### src/rtl/shram_mode_reg.sv
module shram_mode_reg #(
  parameter int WP_W       = 8,
  parameter int BANK_SHIFT = 17,
  localparam int RD_W      = WP_W + 8,
  localparam int OFS_W     = BANK_SHIFT + 2
) (
  input  logic             clk,
  input  logic             rst_n,
  input  logic             wr_byte,
  input  logic             wr_word,
  input  logic [RD_W-1:0]  wr_data,
  input  logic             sub_mode_1m,
  input  logic             sub_ret_set,
  input  logic             sub_waiting,
  output logic [RD_W-1:0]  rd_data,
  output logic [1:0]       bank_sel,
  output logic [OFS_W-1:0] bank_offset,
  output logic [WP_W-1:0]  wp,
  output logic             handoff_req,
  output logic             sub_wake,
  output logic             swap_pending
);

  logic [1:0]      bank_q;
  logic [WP_W-1:0] wp_q;
  logic            own_q, ret_q, swap_q, hand_q, wake_q;

  logic wr_any, give, set_split, swap_hit, main_sets, ret_take;

  assign wr_any    = wr_byte | wr_word;
  assign give      = wr_any & ~sub_mode_1m &  wr_data[1];
  assign set_split = wr_any &  sub_mode_1m & ~wr_data[1];
  assign swap_hit  = wr_any &  sub_mode_1m &  wr_data[1];
  assign main_sets = give | set_split;
  assign ret_take  = sub_ret_set & ~main_sets;

  always_ff @(posedge clk) begin
    if (!rst_n) begin
      bank_q <= '0;
      wp_q   <= '0;
      own_q  <= 1'b0;
      ret_q  <= 1'b1;
      swap_q <= 1'b0;
      hand_q <= 1'b0;
      wake_q <= 1'b0;
    end else begin
      if (wr_any)  bank_q <= wr_data[7:6];
      if (wr_word) wp_q   <= wr_data[RD_W-1:8];
      if (main_sets)     own_q <= 1'b1;
      else if (ret_take) own_q <= 1'b0;
      if (give)          ret_q <= 1'b0;
      else if (ret_take) ret_q <= 1'b1;
      if (!sub_mode_1m)  swap_q <= 1'b0;
      else if (swap_hit) swap_q <= 1'b1;
      hand_q <= give;
      wake_q <= give & sub_waiting;
    end
  end

  assign rd_data      = {wp_q, bank_q, 3'b000, sub_mode_1m, own_q, ret_q};
  assign bank_sel     = bank_q;
  assign bank_offset  = OFS_W'(bank_q) << BANK_SHIFT;
  assign wp           = wp_q;
  assign handoff_req  = hand_q;
  assign sub_wake     = wake_q;
  assign swap_pending = swap_q;

  AST_HANDOFF_CAUSE: assert property (@(posedge clk) disable iff (!rst_n)
    handoff_req |-> $past((wr_byte | wr_word) & ~sub_mode_1m & wr_data[1]));
  AST_HANDOFF_STATE: assert property (@(posedge clk) disable iff (!rst_n)
    handoff_req |-> (rd_data[1] && !rd_data[0]));
  AST_WAKE_WITH_HANDOFF: assert property (@(posedge clk) disable iff (!rst_n)
    sub_wake |-> handoff_req);
  AST_WP_HOLD: assert property (@(posedge clk) disable iff (!rst_n)
    $past(!wr_word) |-> (wp == $past(wp)));
  AST_WHOLE_ZERO_KEEP: assert property (@(posedge clk) disable iff (!rst_n)
    $past((wr_byte | wr_word) & ~sub_mode_1m & ~wr_data[1] & ~sub_ret_set)
      |-> (rd_data[1:0] == $past(rd_data[1:0])));
  AST_SPLIT_ZERO_SETS: assert property (@(posedge clk) disable iff (!rst_n)
    $past((wr_byte | wr_word) & sub_mode_1m & ~wr_data[1]) |-> (rd_data[1] && !handoff_req));
  AST_SWAP_CLEAR: assert property (@(posedge clk) disable iff (!rst_n)
    $past(!sub_mode_1m) |-> !swap_pending);

endmodule

### config.mk
export PLATFORM = sky130hd
export DESIGN_NAME = shram_mode_reg
export DESIGN_NICKNAME = d
export VERILOG_FILES = /design/src/rtl/shram_mode_reg.sv
export SDC_FILE = /design/constraint.sdc
export NUM_CORES = 1
export LEC_CHECK = 0
export CAP_MARGIN = 40
export CORE_ASPECT_RATIO = 1.1
export CORE_MARGIN = 2
export CORE_UTILIZATION = 34
export DETAILED_ROUTE_END_ITERATION = 8
export GPL_ROUTABILITY_DRIVEN = 1
export HOLD_SLACK_MARGIN = 0.03
export PLACE_DENSITY = 0.88
export SYNTH_ARGS = -nofsm -noshare
export SYNTH_HDL_FRONTEND = slang
export SYNTH_SLANG_ARGS = --single-unit
### constraint.sdc
create_clock -name clk -period 1.98 [get_ports clk]
set_input_delay 0.594 -clock clk [delete_from_list [all_inputs] [get_ports clk]]
set_output_delay 0.594 -clock clk [all_outputs]
set_load 0.01 [all_outputs]
# Word-level counts from Yosys, hierarchy flattened
# Index checks and enable logic that the tools add are counted.
# totals
mem_bits_ro,0
ramBits,0
latch_bits,0
mem_count,0
word_cells,26
regBits,15
out_inout_bits,48
# classes
n_reduce_logical,3
div_mod_pow,0
shift,0
addsub,0
n_mux,4
magnitude_cmp,0
eq_ne,0
bitwise,12
n_mul,0
# op_table
operator,count
AND 1 bit,7
two-way mux 1 bit,4
nonzero test 2 bit,2
inverter 1 bit,3
OR 1 bit,2
AND reduction 2 bit,1

# Depth between registers and ports, before layout
# logic_depth
ltp_word,8
ltp_mapped,3
mapped_depth_nobuf,3

# Worst setup path before layout
# No wires, ideal clock.
# synth_timing
kind,in2out
start,input port sub_mode_1m
end,output port rd_data[2]
setup_slack_ps,673
n_path_buf,1
arrival_time_ps,713
required_ps,1386
cell_stages,1
cell_sequence,buf_4
# synth_rtl
item,line_no,source
start: declaration,12,"input logic sub_mode_1m,"
end: declaration,15,"output logic [RD_W-1:0] rd_data,"
# No word-level cell between the ends.

# Final worst setup path
# layout_timing
start,input port sub_mode_1m
end,output port rd_data[2]
# No word-level cell between the ends.

==> metrics.md <==
| Metric | Value |
|---|---|
| Layout cells sized above 1 | `0.0661` |
| Initial DRC Count | `5` |
| Tcrit/Tclk final | `0.973` |
| Antenna violations before repair | `0` |
| Layout Utilization | `0.510` |
| Sink Count | `15` |
| Final hold vios | `0` |
| Filler cell count | `214` |
| Final min period | `between 1.5 and 2 ns` |
| Final setup viols | `0` |
| RePlAce Congestion | `0.613` |
| Final nets | `145` |
| Die area | `~2900 µm²` |
| Area contributors post-synth | `dfxtp_1 (35%), buf_4 (31%), mux2i_1 (9.4%)` |
| EDFF count, synth | `0` |
| Largest net degree at the start of global routing | `16` |
| Reg2reg path depth | `2` |
| CTS tree | `done` |
| CP max FO | `2` |
| CTS buffer count | `3` |
| Synthesized area per cell | `9.64 µm²` |
| Worst hold slack | `between 0.5 and 0.6 ns` |
| Final count of pins violating max slew | `0` |
| Dominant synthesized flop cell | `dfxtp_1` |
| Routed Antenna Nets | `0` |
| RSZ-0062 raised after global routing | `no` |
| Synthesized area | `around 850 µm²` |
| Row cnt | `18` |
| WHS Path Cells | `2` |
| Footprint of the multi-input gates | `about 340 µm²` |
| Pleak | `about 0.5 nW` |
| N_diodes | `0` |
| Crit path largest cell delay | `a little under 0.5 ns` |
| IO Count | `approximately 70` |
| Avg Vias per Cell | `4.08` |
| Initial Util | `0.369` |
| WL per Instance | `between 10 and 15 µm` |
| Mapped Cells | `approximately 90` |
| CTS root buf | `clkbuf_4` |
| Pre-antenna DRT Iters | `2` |
| Port Buf Inserts | `45` |
| Top cell type's share of synthesized area | `0.354` |
| FMAX | `519 MHz` |
| Fin Clk Skew | `0 ns` |
| CP endpoint kind | `primary output` |
| DP HPWL | `around 1400 µm` |
| PwrDens | `slightly below 600 nW/µm²` |
| Die H | `around 56 µm` |
| Setup TNS | `0 ns` |
| Post-synthesis cell type count | `23` |
| Die width | `just over 50 µm` |
| Synth area leader | `dfxtp_1` |
| Asr flop ratio synth | `0` |
| Worst path slowest cell | `clkdlybuf4s50_1` |
| Most frequent cell after synthesis | `buf_4` |
| DRC | `0` |
| Clock-pin transition on the worst setup and hold timing paths | `approximately 0.08 ns` |
| Pre-CTS WS | `-0.250 ns` |
| Sequential Area | `300 µm²` |
| Hold Path Class | `reg -> reg` |
| Vias in the first global route | `about 590` |
| Kind of cell adding the most delay to the critical path | `buffers and inverters` |
| Overall routed net length | `about 1700 µm` |
| Fin worst setup slack | `about 0.053 ns` |
| Area growth, synth to finish | `38.1%` |
| Max-cap viol count | `0` |
| Core box area | `between 2000 and 2500 µm²` |
| VDD IR max | `0.340 mV` |
| Cell Chain, Critical Path | `clkdlybuf4s50_1 > clkdlybuf4s15_1` |
| Flops & latches, synth | `15` |
| H-tree levels | `1` |
| Post-CTS setup buffers | `0` |
| Setup CP Type | `in -> out` |
| Status | `finished clean` |
| Post-synth top cells | `buf_4 (35), dfxtp_1 (15), nor2b_1 (9), mux2i_1 (8)` |
| Design Power | `0.000676 W` |
| Critical Path RT | `between 1 and 1.5 ns` |
| CP Depth | `2` |
| Startpoint types | `input port` |
| Maximum clock insertion buffer count | `2` |
| Critical Path AT | `1.33 ns` |
| Via count | `slightly above 600` |
| Gr usage total | `0.127` |
| Grt total ovfl | `0` |
| Sequential-to-total area share from yosys stat | `0.354` |
| Clock Latency Late Sink | `about 0.26 ns` |
| First-pass GRT wire length | `about 2800 µm` |
| CP Buf/Inv Count | `2` |
| Syn. warnings | `0` |
per-layer routing:
metal,part of all wire,GRT usage,wire length [µm],up-vias
met3,0.094,0.0293,157,2
met2,0.54,0.229,900,40
met1,0.36,0.137,604,278
li1,-,-,-,296
met4,0.0083,0.0564,14,0
met5,0,0,0,-
flip-flops by register name, indices dropped and copies added (netlist names):
| register | flops |
|---|---|
| handoff_req | 1 |
| own_q | 1 |
| bank_sel | 2 |
| wp | 8 |
| swap_pending | 1 |
| ret_q | 1 |
| sub_wake | 1 |
layout by cell type, fill, tap and decap left out, types with 2 or more instances in the layout:
| master | count |
|---|---|
| and2_1 | 2 |
| buf_4 | 2 |
| clkbuf_4 | 3 |
| clkdlybuf4s50_1 | 44 |
| conb_1 | 20 |
| dfxtp_1 | 15 |
| mux2i_1 | 8 |
| nand2_1 | 2 |
| nor2b_1 | 9 |
per-stage QoR:
step,std cells,area [µm²]
floorplan,107,920
global placement,147,1140
detailed placement,147,1140
CTS,151,1170
global route,151,1170
finish,151,1170
path summary, 6_finish.rpt:
check / end / slack (ns) / start
max: rd_data[2] / 0.05 / sub_mode_1m
min: bank_sel[0] / 0.50 / bank_sel[0]
max reg2reg: ret_q / 1.12 / ret_q
min reg2reg: bank_sel[0] / 0.50 / bank_sel[0]
cells by family after synthesis:
| group | share of synthesized area |
|---|---|
| DFF | 0.354 |
| AOI/OAI and AO/OA | 0.0575 |
| muxes | 0.0944 |
| other | 0.00442 |
| and+or+nand+nor | 0.147 |
| xor gates and xnor gates | 0.0103 |
| buffers and inverters | 0.332 |
layout make-up:
| type | count | area share |
|---|---|---|
| Tap cell | 30 | 0.0321 |
| Multi-Input combinational cell | 54 | 0.288 |
| Timing Repair Buffer | 47 | 0.397 |
| Sequential cell | 15 | 0.256 |
| Inverter | 1 | 0.00321 |
| Clock buffer | 4 | 0.0224 |
power breakdown:
part | internal (W) | switching [W] | total, W
Clock | 0.0000779 | 0.0000857 | 0.000164
Combinational | 0.000106 | 0.0000761 | 0.000182
Sequential | 0.000319 | 0.0000121 | 0.000331
Total | 0.000502 | 0.000174 | 0.000676
repair_timing:
item | CTS | global route
gates resized for setup | 1 | 1
endpoints found under the setup margin | 1 | 1
endpoints found under the hold margin | 0 | 0
hold buffers | 0 | 0
No activity file was read; power rests on OpenSTA's default activity.
